$ cat src/rtl/slp_pkg.sv
package slp_pkg;
  typedef enum logic [2:0] {
    MD_IDLE,
    MD_ADCQ,
    MD_PDOWN,
    MD_PSAVE,
    MD_STBY
  } slp_mode_e;

  typedef enum logic [1:0] {
    ST_RUN,
    ST_SLEEP,
    ST_WAKE
  } slp_state_e;
endpackage

$ cat src/rtl/slp_mode_decode.sv
module slp_mode_decode
  import slp_pkg::*;
(
  input  logic [2:0] code_i,
  input  logic       xtal_i,
  output slp_mode_e  mode_o
);
  always_comb begin
    unique case (code_i)
      3'b001:  mode_o = MD_ADCQ;
      3'b010:  mode_o = MD_PDOWN;
      3'b011:  mode_o = MD_PSAVE;
      3'b110:  mode_o = xtal_i ? MD_STBY : MD_PDOWN;
      default: mode_o = MD_IDLE;
    endcase
  end
endmodule

$ cat src/rtl/slp_wake_seq.sv
module slp_wake_seq
  import slp_pkg::*;
#(
  parameter int WAKE_CYCLES = 32,
  parameter int STBY_CYCLES = 6
) (
  input  logic       clk_i,
  input  logic       rst_n,
  input  logic       sleep_req_i,
  input  logic       wake_i,
  input  slp_mode_e  mode_i,
  output slp_state_e state_o,
  output slp_mode_e  mode_o,
  output logic       awake_o
);
  localparam int CW = $clog2(WAKE_CYCLES + 1);

  slp_state_e    state_q;
  slp_mode_e     mode_q;
  logic [CW-1:0] cnt_q;
  logic [CW-1:0] delay;

  // Start-up length depends on how much of the clock tree was stopped
  always_comb begin
    unique case (mode_q)
      MD_IDLE, MD_ADCQ: delay = CW'(1);
      MD_STBY:          delay = CW'(STBY_CYCLES);
      default:          delay = CW'(WAKE_CYCLES);
    endcase
  end

  always_ff @(posedge clk_i or negedge rst_n) begin
    if (!rst_n) begin
      state_q <= ST_RUN;
      mode_q  <= MD_IDLE;
      cnt_q   <= '0;
    end else begin
      unique case (state_q)
        ST_RUN: if (sleep_req_i) begin
          state_q <= ST_SLEEP;
          mode_q  <= mode_i;
        end
        ST_SLEEP: if (wake_i) begin
          state_q <= ST_WAKE;
          cnt_q   <= delay - CW'(1);
        end
        ST_WAKE: begin
          if (cnt_q == '0) state_q <= ST_RUN;
          else             cnt_q   <= cnt_q - CW'(1);
        end
        default: state_q <= ST_RUN;
      endcase
    end
  end

  assign state_o = state_q;
  assign mode_o  = mode_q;
  assign awake_o = (state_q == ST_RUN);

  AST_SLEEP_HOLDS: assert property (@(posedge clk_i) disable iff (!rst_n)
    (state_q == ST_SLEEP && !wake_i) |=> (state_q == ST_SLEEP && $stable(mode_q)));
  AST_WAKE_BEFORE_RUN: assert property (@(posedge clk_i) disable iff (!rst_n)
    $rose(awake_o) |-> ($past(state_q) == ST_WAKE));
  AST_CNT_BOUND: assert property (@(posedge clk_i) disable iff (!rst_n)
    (state_q == ST_WAKE) |-> (cnt_q < CW'(WAKE_CYCLES)));
endmodule

$ cat src/rtl/slp_domain_gate.sv
module slp_domain_gate
  import slp_pkg::*;
#(
  parameter int N_PER = 4
) (
  input  logic             clk_i,
  input  logic             rst_n,
  input  slp_state_e       state_i,
  input  slp_mode_e        mode_i,
  input  logic             tmr_async_sel_i,
  input  logic             tmr_sync_sel_i,
  input  logic             adc_en_i,
  input  logic             cmp_en_i,
  input  logic             cmp_intref_i,
  input  logic [N_PER-1:0] pwr_red_i,
  output logic             osc_en_o,
  output logic             cpu_en_o,
  output logic             io_en_o,
  output logic             async_en_o,
  output logic             sync_en_o,
  output logic             adc_en_o,
  output logic             cmp_en_o,
  output logic             vref_en_o,
  output logic [N_PER-1:0] per_en_o
);
  logic run, waking;

  assign run    = (state_i == ST_RUN);
  assign waking = (state_i == ST_WAKE);

  always_comb begin
    osc_en_o   = 1'b1;
    cpu_en_o   = run;
    io_en_o    = run;
    async_en_o = tmr_async_sel_i;
    sync_en_o  = tmr_sync_sel_i;
    cmp_en_o   = cmp_en_i;
    if (!run) begin
      unique case (mode_i)
        MD_IDLE: io_en_o = 1'b1;
        MD_ADCQ: ;
        MD_PSAVE: begin
          osc_en_o = tmr_sync_sel_i | waking;
          cmp_en_o = 1'b0;
        end
        MD_STBY: begin
          async_en_o = 1'b0;
          sync_en_o  = 1'b0;
          cmp_en_o   = 1'b0;
        end
        default: begin
          osc_en_o   = waking;
          async_en_o = 1'b0;
          sync_en_o  = 1'b0;
          cmp_en_o   = 1'b0;
        end
      endcase
    end
  end

  assign adc_en_o  = adc_en_i;
  assign vref_en_o = cmp_en_i & cmp_intref_i;
  assign per_en_o  = io_en_o ? ~pwr_red_i : '0;

  AST_STBY_OSC_ON: assert property (@(posedge clk_i) disable iff (!rst_n)
    (state_i == ST_SLEEP && mode_i == MD_STBY) |-> osc_en_o);
  AST_PSAVE_CORE_OFF: assert property (@(posedge clk_i) disable iff (!rst_n)
    (state_i != ST_RUN && mode_i == MD_PSAVE) |-> (!io_en_o && !cpu_en_o));
  AST_DEEP_PER_OFF: assert property (@(posedge clk_i) disable iff (!rst_n)
    (!io_en_o) |-> (per_en_o == '0));
  AST_WAKE_OSC_ON: assert property (@(posedge clk_i) disable iff (!rst_n)
    (state_i == ST_WAKE) |-> osc_en_o);
endmodule

$ cat src/rtl/slp_access_guard.sv
module slp_access_guard #(
  parameter int N_PER  = 4,
  parameter int DATA_W = 8,
  parameter int SEL_W  = (N_PER > 1) ? $clog2(N_PER) : 1
) (
  input  logic              clk_i,
  input  logic              rst_n,
  input  logic [N_PER-1:0]  pwr_red_i,
  input  logic [SEL_W-1:0]  sel_i,
  input  logic              rd_i,
  input  logic              wr_i,
  input  logic [DATA_W-1:0] rdata_i,
  output logic [DATA_W-1:0] rdata_o,
  output logic [N_PER-1:0]  wr_en_o,
  output logic              err_o
);
  logic gated;
  logic err_q;

  assign gated   = pwr_red_i[sel_i];
  assign rdata_o = gated ? '0 : rdata_i;

  always_comb begin
    wr_en_o = '0;
    if (wr_i && !gated) wr_en_o[sel_i] = 1'b1;
  end

  always_ff @(posedge clk_i or negedge rst_n) begin
    if (!rst_n) err_q <= 1'b0;
    else        err_q <= (rd_i | wr_i) & gated;
  end

  assign err_o = err_q;

  AST_GATED_NO_WRITE: assert property (@(posedge clk_i) disable iff (!rst_n)
    (wr_i && pwr_red_i[sel_i]) |-> (wr_en_o == '0));
  AST_ERR_FOLLOWS_ACCESS: assert property (@(posedge clk_i) disable iff (!rst_n)
    err_o |-> $past(rd_i | wr_i));
  AST_WR_ONEHOT: assert property (@(posedge clk_i) disable iff (!rst_n)
    $onehot0(wr_en_o));
endmodule

$ cat src/rtl/slp_clk_ctrl.sv
module slp_clk_ctrl
  import slp_pkg::*;
#(
  parameter int N_PER       = 4,
  parameter int DATA_W      = 8,
  parameter int WAKE_CYCLES = 32,
  parameter int SEL_W       = (N_PER > 1) ? $clog2(N_PER) : 1
) (
  input  logic              clk_i,
  input  logic              rst_n,
  input  logic [2:0]        slp_code_i,
  input  logic              sleep_req_i,
  input  logic              wake_i,
  input  logic              xtal_sel_i,
  input  logic              tmr_async_sel_i,
  input  logic              tmr_sync_sel_i,
  input  logic              adc_en_i,
  input  logic              adc_conv_start_i,
  input  logic              cmp_en_i,
  input  logic              cmp_intref_i,
  input  logic [N_PER-1:0]  pwr_red_i,
  input  logic [SEL_W-1:0]  acc_sel_i,
  input  logic              acc_rd_i,
  input  logic              acc_wr_i,
  input  logic [DATA_W-1:0] per_rdata_i,
  output logic [DATA_W-1:0] acc_rdata_o,
  output logic [N_PER-1:0]  per_wr_en_o,
  output logic              acc_err_o,
  output logic              osc_en_o,
  output logic              cpu_clk_en_o,
  output logic              io_clk_en_o,
  output logic              tmr_async_clk_en_o,
  output logic              tmr_sync_clk_en_o,
  output logic              adc_clk_en_o,
  output logic              adc_ext_conv_o,
  output logic              cmp_clk_en_o,
  output logic              vref_en_o,
  output logic [N_PER-1:0]  per_clk_en_o,
  output logic [N_PER-1:0]  per_acc_block_o,
  output logic              awake_o
);
  localparam int STBY_CYCLES = 6;

  slp_mode_e  req_mode, cur_mode;
  slp_state_e state;
  logic       adc_en_q, ext_q;

  slp_mode_decode u_dec (
    .code_i (slp_code_i),
    .xtal_i (xtal_sel_i),
    .mode_o (req_mode)
  );

  slp_wake_seq #(
    .WAKE_CYCLES (WAKE_CYCLES),
    .STBY_CYCLES (STBY_CYCLES)
  ) u_seq (
    .clk_i       (clk_i),
    .rst_n       (rst_n),
    .sleep_req_i (sleep_req_i),
    .wake_i      (wake_i),
    .mode_i      (req_mode),
    .state_o     (state),
    .mode_o      (cur_mode),
    .awake_o     (awake_o)
  );

  slp_domain_gate #(.N_PER(N_PER)) u_gate (
    .clk_i           (clk_i),
    .rst_n           (rst_n),
    .state_i         (state),
    .mode_i          (cur_mode),
    .tmr_async_sel_i (tmr_async_sel_i),
    .tmr_sync_sel_i  (tmr_sync_sel_i),
    .adc_en_i        (adc_en_i),
    .cmp_en_i        (cmp_en_i),
    .cmp_intref_i    (cmp_intref_i),
    .pwr_red_i       (pwr_red_i),
    .osc_en_o        (osc_en_o),
    .cpu_en_o        (cpu_clk_en_o),
    .io_en_o         (io_clk_en_o),
    .async_en_o      (tmr_async_clk_en_o),
    .sync_en_o       (tmr_sync_clk_en_o),
    .adc_en_o        (adc_clk_en_o),
    .cmp_en_o        (cmp_clk_en_o),
    .vref_en_o       (vref_en_o),
    .per_en_o        (per_clk_en_o)
  );

  slp_access_guard #(
    .N_PER  (N_PER),
    .DATA_W (DATA_W),
    .SEL_W  (SEL_W)
  ) u_guard (
    .clk_i     (clk_i),
    .rst_n     (rst_n),
    .pwr_red_i (pwr_red_i),
    .sel_i     (acc_sel_i),
    .rd_i      (acc_rd_i),
    .wr_i      (acc_wr_i),
    .rdata_i   (per_rdata_i),
    .rdata_o   (acc_rdata_o),
    .wr_en_o   (per_wr_en_o),
    .err_o     (acc_err_o)
  );

  assign per_acc_block_o = pwr_red_i;

  // Extended-conversion marker: armed at reset and on each ADC re-enable
  always_ff @(posedge clk_i or negedge rst_n) begin
    if (!rst_n) begin
      adc_en_q <= 1'b0;
      ext_q    <= 1'b1;
    end else begin
      adc_en_q <= adc_en_i;
      if (adc_en_i && !adc_en_q)            ext_q <= 1'b1;
      else if (adc_conv_start_i && adc_en_i) ext_q <= 1'b0;
    end
  end

  assign adc_ext_conv_o = ext_q;

  AST_CPU_ONLY_AWAKE: assert property (@(posedge clk_i) disable iff (!rst_n)
    cpu_clk_en_o |-> awake_o);
  AST_EXT_ON_REENABLE: assert property (@(posedge clk_i) disable iff (!rst_n)
    (adc_en_i && !adc_en_q) |=> adc_ext_conv_o);
  AST_CMP_ASLEEP_DEEP: assert property (@(posedge clk_i) disable iff (!rst_n)
    (cmp_clk_en_o && !awake_o) |-> (cur_mode == MD_IDLE || cur_mode == MD_ADCQ));
endmodule

$ cat config.mk
export PLATFORM = sky130hd
export DESIGN_NAME = slp_clk_ctrl
export DESIGN_NICKNAME = d
export VERILOG_FILES = /design/src/rtl/slp_pkg.sv /design/src/rtl/slp_mode_decode.sv /design/src/rtl/slp_wake_seq.sv /design/src/rtl/slp_domain_gate.sv /design/src/rtl/slp_access_guard.sv /design/src/rtl/slp_clk_ctrl.sv
export SDC_FILE = /design/constraint.sdc
export NUM_CORES = 1
export LEC_CHECK = 0
export ABC_AREA = 1
export BUFFER_PORTS_ARGS = -buffer_cell sky130_fd_sc_hd__buf_2
export CORE_MARGIN = 3
export CORE_UTILIZATION = 43
export CTS_CLUSTER_SIZE = 16
export DETAILED_ROUTE_END_ITERATION = 10
export MAX_ROUTING_LAYER = met4
export PLACE_DENSITY_LB_ADDON = 0.12
export SYNTH_ARGS = -nofsm -noshare
export SYNTH_HDL_FRONTEND = slang
export SYNTH_HIERARCHICAL = 1
export SYNTH_SLANG_ARGS = --single-unit
$ cat constraint.sdc
create_clock -name clk_i -period 1.9 [get_ports clk_i]
set_input_delay 0.095 -clock clk_i [delete_from_list [all_inputs] [get_ports clk_i]]
set_output_delay 0.095 -clock clk_i [all_outputs]
set_load 0.03 [all_outputs]
Yosys cells after proc, flatten, opt, wreduce, memory -nomap -nowiden
Cells that the tools add are included.
{"block": "totals", "regBits": 14, "latchBits": 0, "ramBits": 0, "romBits": 0, "in_bits": 30, "output_inout_bits": 31, "word_cells": 74, "mem_count": 0}
{"block": "op_classes", "n_addsub": 2, "multipliers": 0, "div": 0, "n_lt_le_gt_ge": 2, "n_eq_ne": 13, "shifts": 0, "muxes": 29, "bitwise_logic": 5, "reduce_logical": 17}
{"op": "6-bit one-hot mux with 2 select lines", "count": 2}
{"op": "1-bit 2-to-1 mux", "count": 13}
{"op": "6-bit 2-to-1 mux", "count": 2}
{"op": "3-bit one-hot mux with 4 select lines", "count": 1}
{"op": "6-bit by 1-bit subtractor with 6-bit output (second input constant)", "count": 2}
{"op": "3-bit by 2-bit equality test with 1-bit output (second input constant)", "count": 3}
{"op": "4-bit 2-to-1 mux", "count": 2}
{"op": "8-bit 2-to-1 mux", "count": 1}
{"op": "2-bit inequality test (second input constant)", "count": 4}
{"op": "3-bit by 1-bit equality test with 1-bit output (second input constant)", "count": 2}
{"op": "3-bit equality test (second input constant)", "count": 2}
{"op": "6-bit zero test", "count": 1}
{"op": "2-bit 2-to-1 mux", "count": 3}
{"op": "2-bit one-hot mux with 3 select lines", "count": 1}
{"op": "3-bit AND reduction", "count": 2}
{"op": "3-bit OR reduction", "count": 2}
{"op": "1-bit logical AND", "count": 4}
{"op": "4-bit NOT", "count": 1}
{"op": "2-bit nonzero test", "count": 2}
{"op": "3-bit zero test", "count": 1}
{"op": "2-bit by 3-bit < comparator with 1-bit output (second input constant)", "count": 1}
{"op": "3-bit 2-to-1 mux", "count": 1}
{"op": "1-bit AND", "count": 2}
{"op": "1-bit binary-select mux with 2-bit select", "count": 1}
{"op": "10 further kinds", "count": 12}

Depth between registers and ports, before layout
Gate-level depths: netlist (run 1).
{"block": "depth", "depth_word": 6, "mapped_depth": 11, "depth_no_buf": 11}

Cells and area by module
The synthesis (run 1) kept the hierarchy.
{"mod": "slp_wake_seq", "instances": 1, "cells_each": 77, "area_per_inst_um2": 611.8, "seq_area_each_um2": 275.3}
{"mod": "slp_access_guard", "instances": 1, "cells_each": 40, "area_per_inst_um2": 196.4, "seq_area_each_um2": 25.0}
{"mod": "slp_domain_gate", "instances": 1, "cells_each": 27, "area_per_inst_um2": 121.4, "seq_area_each_um2": 0.0}
{"mod": "slp_clk_ctrl", "instances": 1, "cells_each": 11, "area_per_inst_um2": 100.1, "seq_area_each_um2": 51.3}
{"mod": "slp_mode_decode", "instances": 1, "cells_each": 9, "area_per_inst_um2": 33.8, "seq_area_each_um2": 0.0}

Worst setup path after synthesis (run 1)
No wires, ideal clock.
{"block": "synth_path", "kind": "flip-flop to flip-flop", "start": "register u_seq.state_q[1] (netlist: u_seq/state_o[1])", "end": "register u_seq.mode_q[0] (netlist: u_seq/mode_o[0])", "setup_ns": 0.125, "t_arrival_ns": 1.426, "t_required_ns": 1.775, "path_slack_ns": 0.349, "path_stages_with_launch": 4, "synth_period_minus_slack_ns": 1.551, "cell_sequence": "dfrtp_1 nor2_1 nand2_1 mux2_2"}
{"block": "synth_between", "elab_chain_cells": 2}
{"element": "from (decl)", "line_no": "slp_wake_seq.sv:18", "text": "slp_state_e state_q;"}
{"element": "from (signal assigned)", "line_no": "slp_wake_seq.sv:34", "text": "state_q <= ST_RUN;"}
{"element": "from (signal assigned)", "line_no": "slp_wake_seq.sv:40", "text": "state_q <= ST_SLEEP;"}
{"element": "from (signal assigned)", "line_no": "slp_wake_seq.sv:44", "text": "state_q <= ST_WAKE;"}
{"element": "2-bit zero test"}
{"element": "via awake_o", "line_no": "slp_clk_ctrl.sv:40", "text": "output logic awake_o"}
{"element": "2-bit AND reduction (no source line)"}
{"element": "to (signal assigned)", "line_no": "slp_wake_seq.sv:41", "text": "mode_q <= mode_i;"}
{"element": "to (decl)", "line_no": "slp_wake_seq.sv:19", "text": "slp_mode_e mode_q;"}
The timed path passes the listed nets, and every way through them passes these cells.
A chain may end at the register's enable or synchronous reset.

Worst setup path after layout (run 1)
{"block": "layout_path", "start": "register u_seq.state_q[0] (netlist: u_seq/state_o[0])", "end": "register u_seq.cnt_q[4]"}
{"block": "layout_between", "elab_chain_cells": 3, "elab_cells_between_ends": 7, "cone_classes": "eq/ne: 4; mux: 1; reduce/logical: 2"}
{"element": "2-bit equality test / 2-bit by 1-bit equality test with 1-bit output (equally long branches)", "line_no": "slp_wake_seq.sv:38", "text": "unique case (state_q)"}
{"element": "2-bit inequality test (no source line) / 2-bit nonzero test (equally long branches)"}
{"element": "3-bit AND reduction (no source line)"}
{"element": "to (signal assigned)", "line_no": "slp_wake_seq.sv:45", "text": "cnt_q <= delay - CW'(1);"}
{"element": "to (signal assigned)", "line_no": "slp_wake_seq.sv:49", "text": "else cnt_q <= cnt_q - CW'(1);"}
{"element": "to (decl)", "line_no": "slp_wake_seq.sv:20", "text": "logic [CW-1:0] cnt_q;"}
Parallel ways exist; a longest one is shown, timed or not.

==> metrics.txt, run 1 <==
Core Area=approximately 2300 µm²; grt ovf=0; vias in the first global route=roughly 1,100; drt pass-1 iters=5; worst-path maximum fanout=6; Max Freq=just under 0.6 GHz; Root Buffer=clkbuf_4; worst reg-to-reg path cell count=11; Worst slew margin=0.793; PD cells=roughly 1600 nW/µm²; syn_nets=~200; die outline area=slightly above 3000 µm²; Final period util=0.898; Worst-Skew Late Latency=between 200 and 300 ps; FF-to-FF Start=u_seq/state_o[0]$_DFFE_PN0P_; reg2reg setup slack=between 150 and 200 ps; syn_area_per_cell=6.48 µm²; starting density of the core=0.467; Fin. Hold Viols=0; hold_sp=wake_i; antenna cell count=0; GPL Wtd Cong=0.893; xor/xnor share of the synthesized area=0; Remaining DRCs=0; Detailed Place HPWL=approximately 2100 µm; DR vias/cell=~4.7; Worst-path clk slew=80 ps; yosys warns=6; Hold Path Stages=2; post-layout min period=1710 ps; Placement Cell Area=around 1400 µm²; postcts setup bufs=0; WP data arrival=about 1900 ps; post-synthesis sequential area ratio=0.331; synthesized instance count=~160; Reg area=around 350 µm²; Synth area leaders=dfrtp_1 31%, nand2_1 16%, inv_1 11%; setup_tns=0 ps; post-synthesis mux area share=0.0212; GRT Util Overall=0.188; Gates resized, CTS repair=0; area of the multi-input gates=547 µm²; wire per inst=roughly 11 µm; Synth cell types=26; I/O pin count=just over 60; Routed WL=2680 µm; Synth area leader=dfrtp_1; Worst Hold End=u_seq/state_o[0]$_DFFE_PN0P_; CTS buffer count=3; via count=~1,200; combinational family with the most area after synthesis=simple AND/OR/NAND/NOR gates; Fill cells=between 200 and 250; overall power=2.25 mW; maximum count of clock buffers along a single path=2; startpoint types=flop; fin area=approximately 1400 µm²; # port buffers=60; largest net degree at the start of global routing=15; height of the die=about 56 µm; first-pass GRT wire length=4710 µm; Yosys top cell area share=0.306; post-synthesis adder-cell area fraction=0.0118; post-route ant nets=0; max-slew violation count=0; Compound-Gate Fraction of Synth Area=0.0753; Req. time, crit path=2070 ps; simple-gate area share of the yosys netlist=0.406; share of cells above drive strength 1=0.364; worst hold path class=in -> reg; P&R area growth vs syn=33.3%; final hold slack=9.78 ps; initial DRC count=26; maximum VDD drop=1120 µV; Max-cap violations=0; # H-tree levels=1; flops & latches, synth=14; Pleak=0.913 nW; RR Endpoint=u_seq/cnt_q[4]$_DFFE_PN0P_; Final setup viols=0; CTS tree=yes; Crit Path Class=reg -> reg; CP Capture Type=flop; Worst-Margin Slew=310 ps; row count=17; antenna violations before repair=0; number of nets in the layout=around 260; outcome=completed; RSZ-0062 raised after global routing=no; Die Wd=approximately 56 µm; clock skew=3.97 ps; clk sink count=14; Post-Synthesis Cell Area=between 1000 and 1500 µm²
## layout make-up
class | count | share of cell area
multi-input cells | 111 | 0.386
flip-flops and latches | 14 | 0.248
repair buffers | 62 | 0.226
inverters | 34 | 0.0900
clock buffers | 4 | 0.0256
well taps | 28 | 0.0247
## state kept, by name, summed over array words and instances, names as in the netlist
signal          cells
adc_ext_conv_o      1
u_seq/state_o       2
u_seq/mode_o        3
u_guard/err_o       1
adc_en_q            1
u_seq/cnt_q         6
## what timing repair did
action	4_1_cts	5_1_grt
hold buffers	2	0
endpoints found under the setup margin	0	0
hold endpoints to repair	15	0
## Yosys cell counts
library cell	count
inv_1	32
nand2_2	3
nand3_2	2
o31ai_1	1
nand4_1	2
o21ai_0	2
nor2_2	3
ha_1	1
inv_2	2
nand3_4	1
a21boi_0	1
mux2_2	2
nand2_4	1
dfstp_2	1
nand3_1	9
buf_4	5
a21oi_1	4
nor2_4	1
dfrtp_1	13
and2_1	1
o21ai_1	2
a21o_1	1
nand2_1	44
a21oi_2	1
o21ai_2	1
nor2_1	28
## critical path: stages (launching register included)
cell	delay, ps
dfrtp_1	470
inv_1	120
nand2_2	80
nand2_1	70
o21ai_1	80
inv_1	90
ha_1	190
nand3_1	120
nor2_1	190
nand2_1	80
nand2_1	60
nand2_1	40
## cell usage in the layout (no fill, tap or decap)
cell,Yosys,final
a21boi_0,1,1
a21o_1,1,1
a21oi_1,4,4
a21oi_2,1,1
and2_1,1,1
buf_2,0,60
clkbuf_4,0,3
clkbuf_8,0,1
dfrtp_1,13,13
dfstp_2,1,1
dlygate4sd3_1,0,2
ha_1,1,1
inv_1,32,32
inv_2,2,2
mux2_2,2,2
nand2_1,44,44
nand2_2,3,3
nand2_4,1,1
nand3_1,9,9
nand3_2,2,2
nand3_4,1,1
nand4_1,2,2
nor2_1,28,28
nor2_2,3,3
nor2_4,1,1
o21ai_0,2,2
o21ai_1,2,2
o21ai_2,1,1
o31ai_1,1,1
## power breakdown
part           internal [mW]  total (mW)  switching (mW)
Sequential             0.428       0.569           0.141
Combinational          0.481        1.47           0.988
Clock                  0.116       0.209          0.0930
## cells by family (layout without fill, tap and decap cells)
family / count (synthesis) / count (layout)
and+or+nand+nor: 95 / 95
AOI/OAI and AO/OA: 13 / 13
muxes: 2 / 2
buffers and inverters: 39 / 100
DFF: 14 / 14
adders and majority gates: 1 / 1
## layer usage
layer  up-vias  track usage  wire (µm)
met5         -            -          0
met4         0       0.0903         57
met3         8       0.0557        234
met2        52        0.309       1250
met1       517        0.208       1140
li1        611            -          -
## how the worst max path moves through the flow
stage / start / to / slack (ps) / depth (start not counted)
2_1_floorplan: u_seq/state_o[1]$_DFFE_PN0P_ / u_seq/mode_o[0]$_DFFE_PN0P_ / 350 / 3
3_3_place_gp: u_seq/state_o[0]$_DFFE_PN0P_ / u_seq/cnt_q[4]$_DFFE_PN0P_ / 420 / 11
3_5_place_dp: u_seq/state_o[0]$_DFFE_PN0P_ / u_seq/cnt_q[4]$_DFFE_PN0P_ / 300 / 11
4_1_cts: u_seq/state_o[0]$_DFFE_PN0P_ / u_seq/cnt_q[4]$_DFFE_PN0P_ / 230 / 11
5_1_grt: u_seq/state_o[0]$_DFFE_PN0P_ / u_seq/cnt_q[4]$_DFFE_PN0P_ / 60 / 11
6_report: u_seq/state_o[0]$_DFFE_PN0P_ / u_seq/cnt_q[4]$_DFFE_PN0P_ / 190 / 11
## metrics by stage
| step | worst slack (ps) | cells | util |
|---|---|---|---|
| final | 195 | 253 | 0.623 |
| after global routing | 59.4 | 253 | 0.623 |
| after CTS | 233 | 253 | 0.623 |
| after detailed placement | 297 | 247 | 0.598 |
| after global placement | 420 | 247 | 0.598 |
| after floorplan | 349 | 164 | - |
Power figures use the tool's default switching activity.
==> run 2: changes to the inputs <==
- CAP_MARGIN: default -> 20
- CORE_ASPECT_RATIO: default -> 0.9
==> metrics.txt, run 2 (synthesis results as in run 1) <==
clock share of power=0.095 (+0.002); Worst-path clk slew=80 ps (about the same); post-route ant nets=0 (unchanged); largest register by flop count=u_seq/cnt_q; combinational share of power=0.651 (-0.003); GRT Util Overall=0.190 (+0.00129); Internal=1.02 mW (-0.22%); sw frac=0.539 (-0.00433); WP data arrival=1790 ps (-90 ps); Worst-Skew Late Latency=270 ps (about the same); maximum count of clock buffers along a single path=2 (unchanged); I/O pin count=61 (unchanged); antenna violations before repair=0 (unchanged); Largest register FFs=6 (unchanged); commonest non-fill, non-tap cell in the layout=buf_2; CP Capture Type=flop; maximum VDD drop=1140 µV (+2.0%); worst hold path class=in -> reg; Routed WL=2720 µm (+1.2%); Max-cap violations=0 (unchanged); die outline area=3110 µm² (about the same); row count=16 (-1); Core Area=2260 µm² (-0.60%); worst-path maximum fanout=6 (unchanged); reg2reg setup slack=290 ps (+90 ps); Worst-Margin Slew=328 ps (+17.6 ps); clk sink count=14 (unchanged); starting density of the core=0.470 (+0.00284); Fill cells=205 (-6.0%); via count=1,185 (-0.25%); initial DRC count=89 (+240%); grt ovf=0 (unchanged); wire per inst=10.8 µm (+1.6%); largest net degree at the start of global routing=15 (unchanged); PD cells=1570 nW/µm² (-1.1%); share of cells above drive strength 1=0.364 (unchanged); CTS buffer count=3 (unchanged); number of nets in the layout=257 (unchanged); height of the die=53.2 µm (-4.6%); # H-tree levels=1 (unchanged); Die Wd=58.4 µm (+4.8%); CTS tree=yes; Max Freq=0.620 GHz (+5.7%); Final period util=0.849 (-0.0485); drt pass-1 iters=4 (-1); Detailed Place HPWL=2200 µm (+4.9%); Root Buffer=clkbuf_4; Worst slew margin=0.781 (-0.0118); first-pass GRT wire length=4360 µm (-7.5%); portion of total power attributed to sequential cells=0.254 (about the same); Fin. Hold Viols=0 (unchanged); setup_tns=0 ps (unchanged); post-layout min period=1610 ps (-92.1 ps); clock skew=0.716 ps (-3.26 ps); P&R area growth vs syn=33.2% (about the same); DR vias/cell=4.70 (+0.14%); # port buffers=60 (unchanged); most frequent cells in the layout=60 x buf_2, 44 x nand2_1, 32 x inv_1; Remaining DRCs=0 (unchanged); max-slew violation count=0 (unchanged); Reg area=352 µm² (unchanged); area of the multi-input gates=547 µm² (unchanged); Crit Path Class=reg -> reg; antenna cell count=0 (unchanged); Pleak=0.913 nW (unchanged); startpoint types=flop; postcts setup bufs=0 (unchanged); Final setup viols=0 (unchanged); outcome=completed; vias in the first global route=1,048 (-7.3%); GPL Wtd Cong=0.893 (about the same); overall power=2.22 mW (-1.2%); NetSw=1.20 mW (-1.9%); Req. time, crit path=2070 ps (about the same); RSZ-0062 raised after global routing=no
## run 2: cell counts in the layout (fill, tap and decap cells not counted)
No cell type changed its count.
## run 2: area by class of cell
class	instances	share of cell area
clock buffers	4	0.0256
multi-input cells	111	0.386
inverters	34	0.0901
flip-flops and latches	14	0.248
repair buffers	62	0.226
well taps	27	0.0239
## run 2: worst max-delay path, stage by stage, from the launching register on
cell,delay (ps)
dfrtp_1,470
inv_1,120
nand2_2,80
nand2_1,70
o21ai_1,100
inv_1,110
ha_1,170
nand3_1,100
nor2_1,140
nand2_1,60
nand2_1,50
nand2_1,40
## run 2: metal layers
layer  track usage  routed length, µm  vias up
met5             -                  0        -
met4        0.0772                 18        0
met3        0.0317                250        2
met2         0.357               1360       48
met1         0.196               1090      522
li1              -                  -      613
## run 2: power groups by stage
| stage | Combinational (mW) | Sequential, mW | Clock, mW |
|---|---|---|---|
| 6_report | 1.45 | 0.565 | 0.210 |
| 3_5_place_dp | 1.44 | 0.564 | 0 |
| 2_1_floorplan | 1.11 | 0.545 | 0 |
| 3_3_place_gp | 1.40 | 0.561 | 0 |
| 5_1_grt | 1.62 | 0.588 | 0.233 |
| 4_1_cts | 1.46 | 0.562 | 0.218 |
## run 2: final timing paths
| kind | from | end | depth (start not counted) |
|---|---|---|---|
| max in group asynchronous | rst_n | adc_ext_conv_o$_DFFE_PN1P_ | 2 |
| worst max-delay path | u_seq/state_o[0]$_DFFE_PN0P_ | u_seq/cnt_q[4]$_DFFE_PN0P_ | 11 |
| min in group asynchronous | rst_n | adc_en_q$_DFF_PN0_ | 2 |
| worst min register to register | adc_en_q$_DFF_PN0_ | adc_ext_conv_o$_DFFE_PN1P_ | 3 |
| worst min-delay path | adc_conv_start_i | adc_ext_conv_o$_DFFE_PN1P_ | 4 |
| worst max register to register | u_seq/state_o[0]$_DFFE_PN0P_ | u_seq/cnt_q[4]$_DFFE_PN0P_ | 11 |
## run 2: repair_timing
action | CTS | global route
hold buffers | 2 | 0
resized for setup | 0 | 0
hold endpoints to repair | 15 | 0
## run 2: stage by stage
step,util,area [µm²],setup WS [ps],std cells,hold slack [ps]
2_1_floorplan,-,1060,349,164,-201
3_3_place_gp,0.601,1360,421,246,7.06
3_5_place_dp,0.601,1360,345,246,10.9
4_1_cts,0.626,1420,306,252,8.97
5_1_grt,0.626,1420,142,252,6.50
6_report,0.626,1420,287,252,19.4
